$ cat config.mk
export PLATFORM = sky130hd
export DESIGN_NAME = dram_refresh_ctrl
export DESIGN_NICKNAME = d
export VERILOG_FILES = /design/src/rtl/drc_pkg.sv /design/src/rtl/ivl_timer.sv /design/src/rtl/rfsh_arbiter.sv /design/src/rtl/rfsh_seq.sv /design/src/rtl/dram_refresh_ctrl.sv
export SDC_FILE = /design/constraint.sdc
export NUM_CORES = 1
export LEC_CHECK = 0
export ABC_AREA = 0
export BUFFER_PORTS_ARGS = -buffer_cell sky130_fd_sc_hd__buf_2
export CORE_UTILIZATION = 55
export DETAILED_ROUTE_END_ITERATION = 7
export PLACE_DENSITY = 0.88
export SLEW_MARGIN = 20
export SYNTH_ARGS = -nofsm -noshare
export SYNTH_HDL_FRONTEND = slang
export SYNTH_SLANG_ARGS = --single-unit
$ cat constraint.sdc
create_clock -name clk -period 2.75 [get_ports clk]
set_input_delay 0.1375 -clock clk [delete_from_list [all_inputs] [get_ports clk]]
set_output_delay 0.1375 -clock clk [all_outputs]
set_load 0.005 [all_outputs]
$ cat src/rtl/drc_pkg.sv
package drc_pkg;

    localparam int SEL_W   = 2;
    localparam int NUM_SEL = 1 << SEL_W;

    typedef logic [SEL_W-1:0] ivl_sel_t;

    // clock states per interval for a given select code
    function automatic int unsigned period_states(input int unsigned code,
                                                  input int unsigned base);
        return base << code;
    endfunction

endpackage

$ cat src/rtl/ivl_timer.sv
module ivl_timer #(
    parameter int BASE_STATES = 10,
    parameter int CNT_W       = $clog2(BASE_STATES * 8)
) (
    input  logic              clk,
    input  logic              rst_n,
    input  logic              cfg_we,
    input  drc_pkg::ivl_sel_t cfg_sel,
    output logic              tick
);
    typedef struct packed {
        logic [CNT_W-1:0]  cnt;
        drc_pkg::ivl_sel_t sel;
    } tmr_t;

    tmr_t q, d;
    logic [CNT_W-1:0] reload_tbl [drc_pkg::NUM_SEL];

    // one reload value per select code
    for (genvar g = 0; g < drc_pkg::NUM_SEL; g++) begin : g_reload
        assign reload_tbl[g] =
            CNT_W'(drc_pkg::period_states(g, BASE_STATES) - 1);
    end

    always_comb begin
        d = q;
        if (cfg_we) begin
            d.sel = cfg_sel;
        end
        if (q.cnt == '0) begin
            d.cnt = reload_tbl[q.sel];
        end else begin
            d.cnt = q.cnt - 1'b1;
        end
    end

    always_ff @(posedge clk or negedge rst_n) begin
        if (!rst_n) begin
            q.cnt <= reload_tbl[0];
            q.sel <= '0;
        end else begin
            q <= d;
        end
    end

    assign tick = (q.cnt == '0);

endmodule

$ cat src/rtl/rfsh_arbiter.sv
module rfsh_arbiter (
    input  logic clk,
    input  logic rst_n,
    input  logic tick,
    input  logic bus_released,
    input  logic sleep_mode,
    input  logic wait_st,
    input  logic mcycle_end,
    input  logic seq_idle,
    output logic start
);
    typedef struct packed {
        logic pend;
    } arb_t;

    arb_t q, d;

    always_comb begin
        start = q.pend && mcycle_end && seq_idle
                && !bus_released && !sleep_mode && !wait_st;
        d = q;
        if (bus_released) begin
            d.pend = 1'b0;          // released bus: request is dropped
        end else if (tick) begin
            d.pend = 1'b1;          // newest request replaces any held one
        end else if (start) begin
            d.pend = 1'b0;
        end
    end

    always_ff @(posedge clk or negedge rst_n) begin
        if (!rst_n) begin
            q.pend <= 1'b0;
        end else begin
            q <= d;
        end
    end

endmodule

$ cat src/rtl/rfsh_seq.sv
module rfsh_seq #(
    parameter int RFSH_CYCLES = 3,
    parameter int ROW_W       = 7
) (
    input  logic             clk,
    input  logic             rst_n,
    input  logic             start,
    output logic             active,
    output logic             idle,
    output logic [ROW_W-1:0] row
);
    localparam int DUR_W = $clog2(RFSH_CYCLES + 1);

    typedef struct packed {
        logic             act;
        logic [DUR_W-1:0] dcnt;
        logic [ROW_W-1:0] row;
    } seq_t;

    seq_t q, d;

    always_comb begin
        d = q;
        if (start) begin
            d.act  = 1'b1;
            d.dcnt = DUR_W'(RFSH_CYCLES - 1);
        end else if (q.act) begin
            if (q.dcnt == '0) begin
                d.act = 1'b0;
                d.row = q.row + 1'b1;
            end else begin
                d.dcnt = q.dcnt - 1'b1;
            end
        end
    end

    always_ff @(posedge clk or negedge rst_n) begin
        if (!rst_n) begin
            q <= '0;
        end else begin
            q <= d;
        end
    end

    assign active = q.act;
    assign idle   = !q.act;
    assign row    = q.row;

endmodule

$ cat src/rtl/dram_refresh_ctrl.sv
module dram_refresh_ctrl #(
    parameter int BASE_STATES = 10,
    parameter int RFSH_CYCLES = 3,
    parameter int ROW_W       = 7
) (
    input  logic             clk,
    input  logic             rst_n,
    input  logic             cfg_we,
    input  logic [1:0]       cfg_sel,
    input  logic             bus_released,
    input  logic             sleep_mode,
    input  logic             wait_st,
    input  logic             mcycle_end,
    output logic             rfsh_active,
    output logic             rfsh_busy,
    output logic [ROW_W-1:0] rfsh_row
);
    localparam int CNT_W = $clog2(BASE_STATES * 8);

    logic tick;
    logic start;
    logic seq_idle;

    ivl_timer #(
        .BASE_STATES (BASE_STATES),
        .CNT_W       (CNT_W)
    ) u_timer (
        .clk     (clk),
        .rst_n   (rst_n),
        .cfg_we  (cfg_we),
        .cfg_sel (cfg_sel),
        .tick    (tick)
    );

    rfsh_arbiter u_arb (
        .clk          (clk),
        .rst_n        (rst_n),
        .tick         (tick),
        .bus_released (bus_released),
        .sleep_mode   (sleep_mode),
        .wait_st      (wait_st),
        .mcycle_end   (mcycle_end),
        .seq_idle     (seq_idle),
        .start        (start)
    );

    rfsh_seq #(
        .RFSH_CYCLES (RFSH_CYCLES),
        .ROW_W       (ROW_W)
    ) u_seq (
        .clk    (clk),
        .rst_n  (rst_n),
        .start  (start),
        .active (rfsh_active),
        .idle   (seq_idle),
        .row    (rfsh_row)
    );

    assign rfsh_busy = rfsh_active | start;

endmodule

==> results of run 1 <==
worst paths after layout:
kind                       depth (start not counted)      endpoint
min                                                3  u_timer.q[1]
max reg2reg                                        3  u_timer.q[3]
min in group asynchronous                          2  u_timer.q[7]
min reg2reg                                        1  u_seq.row[6]
max in group asynchronous                          2  u_timer.q[5]
max                                                4     rfsh_busy
synthesized netlist by cell type, types with 2 or more instances:
cell type,number,share of area [%]
xnor2_1,5,4.2
nor3_1,3,1.4
a31oi_1,2,1.2
nand2_1,10,3.6
nand3_1,2,0.95
dfstp_2,2,5.0
xor2_1,4,3.3
or4_1,2,1.4
mux2_2,2,2.1
buf_4,7,5.0
dfrtp_1,18,43
o21ai_0,6,2.9
mux2i_1,2,1.9
inv_1,6,2.1
o211ai_1,2,1.4
ha_1,8,9.5
nand2b_1,3,1.8
a21oi_1,3,1.4
kinds of logic (layout without fill, tap and decap cells):
kind of cell,count (synthesis),count (layout)
buf+inv,14,29
simple gates,29,29
compound gates,14,14
mux,4,4
xor+xnor,9,9
flops,20,20
fa+ha+maj,8,8
metrics by stage:
step                      std cells  total power, mW  hold slack [ps]  worst slack (ps)  instance area, um2
after detailed placement        132            0.547              105              1100                1100
after CTS                       138            0.793             25.2               736                1170
after global placement          132            0.535             99.0              1150                1100
final                           138            0.793             28.3               736                1170
after floorplan                  98            0.505             -158              1230                1050
after global routing            138            0.832             36.9               644                1170
report_power, final:
| part | internal [mW] | switching (mW) |
|---|---|---|
| logic | 0.0678 | 0.0643 |
| registers | 0.355 | 0.0614 |
| clock network | 0.148 | 0.0969 |
worst max-delay path: stages, from the launching register on:
cell      delay, ps
dfrtp_1         470
or4_1           590
or2_2           320
nand2b_1         70
buf_2           100
area by class of cell:
| cell class | instances | area share, % |
|---|---|---|
| timing repair buffer | 19 | 8.95 |
| multi-input combinational | 64 | 39.2 |
| clock buffer | 3 | 1.92 |
| sequential | 20 | 42.8 |
| inverter | 6 | 1.92 |
| tap | 25 | 2.66 |
| clock inverter | 1 | 2.56 |
registers in the layout, summed over array words and instances, names as in the netlist:
| name | flops |
|---|---|
| u_seq.active | 1 |
| u_timer.q | 9 |
| u_seq.q | 2 |
| u_arb.q | 1 |
| u_seq.row | 7 |
metal layers:
metal | routed length [um] | share of wire, % | global-route usage [%] | vias to the layer above
met1 | 780 | 41 | 26.2 | 371
met3 | 46 | 2.4 | 3.17 | 7
li1 | - | - | - | 360
met2 | 999 | 53 | 39.4 | 14
met5 | 0 | 0 | 0 | -
met4 | 63 | 3.3 | 13.5 | 0
==> results_dict.tcl, run 1 <==
set metrics [dict create \
    hold_class "in2reg" \
    synthMuxAreaShare_pct 4.05 \
    fmaxAchievable_ghz 0.496 \
    die_h_um 45.7 \
    post-route-drc-count 0 \
    rrSetupSlack_ps 1110 \
    synth_top_family_by_area "simple AND/OR/NAND/NOR gates" \
    synthSimpleGateAreaFrac_pct 15.1 \
    coreArea_mm2 0.00176 \
    grt_pass1_wl_um 3240 \
    synth_flop_cell "dfrtp_1" \
    drv_cap 0 \
    antenna_cells 0 \
    cp_max_fo 8 \
    ir_drop_v 0.000433 \
    syn_area_per_cell_um2 10.7 \
    drv_slew 0 \
    grt_max_degree 21 \
    ant_nets 0 \
    drive_above_1_share_pct 23.9 \
    via_per_inst 5.45 \
    post-route-min-period_ps 2010 \
    seq_area_um2 503 \
    power.leakage_nw 0.591 \
    r2r_start "u_timer.q[4]" \
    die_area_mm2 0.00209 \
    crit_arrival_ps 1880 \
    synth_async_sr_flop_share_pct 100 \
    slew_headroom_pct 71.4 \
    setup_viol 0 \
    syn_inst 98 \
    fillCellCount 153 \
    grt_pass1_vias 779 \
    cts_tree "yes" \
    antenna_found_initial 0 \
    skew_ps 3.33 \
    cts_root_buffer "clkbuf_4" \
    worst-setup-path-type "reg2out" \
    multi_input_area_um2 460 \
    clkTransAtPathRegs_ps 120 \
    yosys_register_bits 20 \
    ctsResizeCount 0 \
    dp_hpwl_um 1330 \
    mostFrequentLayoutCells "dfrtp_1 (18), buf_2 (17), nand2_1 (10)" \
    hp-start "cfg_sel[1]" \
    synth_edf_count 0 \
    ctsLongestPathBuffers 2 \
    port_buffers 17 \
    yosys_warnings 0 \
    synth_fa_ha_area_share_pct 9.54 \
    status "complete, no violations" \
    finalHoldViolations 0 \
    io_pins 18 \
    netlist_area_mm2 0.00105 \
    grt-ovfl-total 0 \
    syn2layout_area_growth_pct 11.9 \
    avgRoutedWirePerCell_um 13.7 \
    final_nets 131 \
    cts-buffers-inserted 3 \
    die_w_um 45.7 \
    cts-htree-levels 1 \
    synth_nets 115 \
    vias 752 \
    postCtsSetupBuffers 0 \
    utilization_pct 66.6 \
    worstSetupStartpointType "flip-flop" \
    synth_seq_area_share_pct 47.9 \
    gp_congestion 0.741 \
    worstSkewPairLatency_ps 310 \
    synth_xor_area_share_pct 7.51 \
    period_share_pct 73.3 \
    start_util_pct 59.5 \
    cts_hold_buffers 2 \
    drt_pass1_iterations 3 \
    cts_sinks 20 \
    rows 15 \
    cp-end-kind "output port" \
    grt_use_total_pct 22.6 \
    worstMarginPinSlew_ps 428 \
    cp.required_ps 2610 \
    rsz0062_at_grt "false" \
    setup_tns_ps 0 \
    drt_iter0_drc 8 \
    final_common_cell "dfrtp_1" \
    wl_um 1890 \
    synth-compound-area-share_pct 7.63 \
    yosysUniqueCellTypes 29 \
    critPathLaunch "u_seq.active" \
    power.density_mw_per_mm2 675 \
]
Power figures use the tool's default switching activity.
==> inputs of run 2 (changes only) <==
Settings changed: CORE_UTILIZATION 55 to 48, PLACE_DENSITY 0.88 to 0.83.
Clock period 2.75 ns to 1.84 ns, I/O delays scaled along.
==> run 2 against run 1 <==
- routed wire length grew 2.6%
- via count grew 5.6%
- sequential share of layout area shrank 1.4 points
- utilization shrank 5.8 points
- critical path depth grew 2
- global-route usage shrank 4.6 points
- worst hold slack gained 130 ps
- cell area grew 3.5%
- combinational power grew 63%
- worst setup slack lost 670 ps
- final cell count grew 5.1%
- largest cell class unchanged
==> results_dict.tcl, run 2 (same netlist as run 1, synthesis figures left out) <==
set metrics [dict create \
    grt_max_degree 21 \
    pwr-share-seq_pct 57.0 \
    cts_sinks 20 \
    vias 794 \
    period_share_pct 96.4 \
    die_area_mm2 0.00238 \
    path_common_cell "buf_2" \
    worstSetupStartpointType "input port" \
    antenna_cells 0 \
    cp.required_ps 1750 \
    ctsLongestPathBuffers 2 \
    utilization_pct 60.8 \
    placed_cells 134 \
    setup_tns_ps 0 \
    drv_slew 0 \
    p_int_mw 0.762 \
    syn2layout_area_growth_pct 15.9 \
    avgRoutedWirePerCell_um 13.4 \
    crit_family "simple AND/OR/NAND/NOR gates" \
    drt_iter0_drc 13 \
    cts_tree "yes" \
    slew_headroom_pct 70.6 \
    cp-end-kind "output port" \
    place_area_mm2 0.00110 \
    rsz0062_at_grt "false" \
    critPathLaunch "bus_released" \
    post-route-min-period_ps 1770 \
    io_pins 18 \
    p_sw_mw 0.336 \
    hold_class "in2reg" \
    skew_ps 0.712 \
    rows 16 \
    min_path_cells 4 \
    dp_hpwl_um 1370 \
    crit_arrival_ps 1680 \
    p_sw_share_pct 30.6 \
    final_cell_count_no_fill 145 \
    port_buffers 17 \
    combPwrFrac_pct 19.6 \
    r2r-end "u_timer.q[3]" \
    cts-htree-levels 1 \
    cts_root_buffer "clkbuf_4" \
    setup_viol 0 \
    cts-buffers-inserted 3 \
    ir_drop_v 0.000594 \
    worst-setup-path-type "in2out" \
    cp_max_fo 3 \
    final_nets 136 \
    antenna_found_initial 0 \
    fmaxAchievable_ghz 0.564 \
    start_util_pct 52.4 \
    ff2ff_path_depth 3 \
    via_per_inst 5.48 \
    status "complete, no violations" \
    grt-ovfl-total 0 \
    ant_nets 0 \
    worst_slack_ps 65.9 \
    rrSetupSlack_ps 220 \
    power.leakage_nw 0.608 \
    clkTransAtPathRegs_ps 110 \
    cpPeakStageDelay_ps 530 \
    largest_register_ff_count 9 \
    dp_slack_ps 237 \
    worstMarginPinSlew_ps 441 \
    clockPowerShare_pct 23.4 \
    finalHoldViolations 0 \
    drt_pass1_iterations 4 \
    grt_pass1_vias 828 \
    wl_um 1940 \
    fin_area_mm2 0.00122 \
    power.density_mw_per_mm2 902 \
    r2r_start "u_timer.q[4]" \
    crit_path_cell_trace "dlygate4sd3_1 -> buf_2 -> or4_4 -> or2_4 -> nand2b_1 -> buf_2" \
    die_w_um 48.8 \
    hp-start "sleep_mode" \
    coreArea_mm2 0.00200 \
    post-route-drc-count 0 \
    mostFrequentLayoutCells "buf_2 (17), dfrtp_1 (17), nand2_1 (10)" \
    holdPathEnd "u_seq.active" \
    worstSkewPairLatency_ps 290 \
    drv_cap 0 \
    crit_buf_inv 3 \
    drive_above_1_share_pct 25.4 \
    slowest_stage "dlygate4sd3_1" \
    fillCellCount 169 \
    grt_use_total_pct 18.0 \
    grt_pass1_wl_um 3350 \
    die_h_um 48.8 \
    largest_register "u_timer.q" \
    gp_congestion 0.758 \
]
[run 2: cell types whose count changed in the layout (fill, tap and decap cells not counted)]
cell	delta
buf_4	+1
or2_2	-1
dfrtp_1	-1
bufinv_16	-1
or2_4	+1
or4_1	-1
dlygate4sd3_1	+4
or4_4	+1
clkbuf_8	+1
dfrtp_2	+1
[run 2: through the flow]
step | power (mW) | hold WS (ps)
floorplan | 0.755 | -204
global placement | 0.799 | 61.0
detailed placement | 0.826 | 63.2
CTS | 1.09 | 157
global route | 1.15 | 172
finish | 1.10 | 162
[run 2: layer usage]
metal	up-vias	GRT usage [%]	wire (um)
met5	-	0	0
met4	0	8.82	50
met3	8	2.83	92
met2	32	33.1	1050
met1	383	20.0	745
li1	371	-	-
[run 2: power groups by stage]
stage | Clock, mW | Combinational [mW] | Sequential, mW
after CTS | 0.259 | 0.213 | 0.619
final | 0.257 | 0.215 | 0.625
after floorplan | 0 | 0.149 | 0.606
after global placement | 0 | 0.183 | 0.617
after detailed placement | 0 | 0.198 | 0.628
after global routing | 0.276 | 0.246 | 0.631
[run 2: tightest hold or removal path, cell delays in order]
cell	delay [ps]
buf_2	70
or4_4	110
or2_4	110
nand2_1	40
[run 2: worst max path at each step]
stage | cells past startpoint | endpoint
finish | 6 | rfsh_busy
floorplan | 4 | u_timer.q[3]
global placement | 4 | rfsh_busy
detailed placement | 4 | rfsh_busy
CTS | 4 | rfsh_busy
global route | 6 | rfsh_busy
[run 2: what timing repair did]
action,4_1_cts,5_1_grt
endpoints found under the hold margin,21,0
endpoints found under the setup margin,1,1
setup buffers,1,0
hold buffers,6,0
pin swaps,0,1
resized for setup,3,0
[run 2: cell type report]
class | count | area [um2] | share of cell area, %
repair buffers | 24 | 153 | 12.6
flip-flops and latches | 20 | 504 | 41.5
inverters | 6 | 22.5 | 1.85
well taps | 27 | 33.8 | 2.78
clock buffers | 4 | 36.3 | 2.98
multi-input cells | 64 | 467 | 38.4
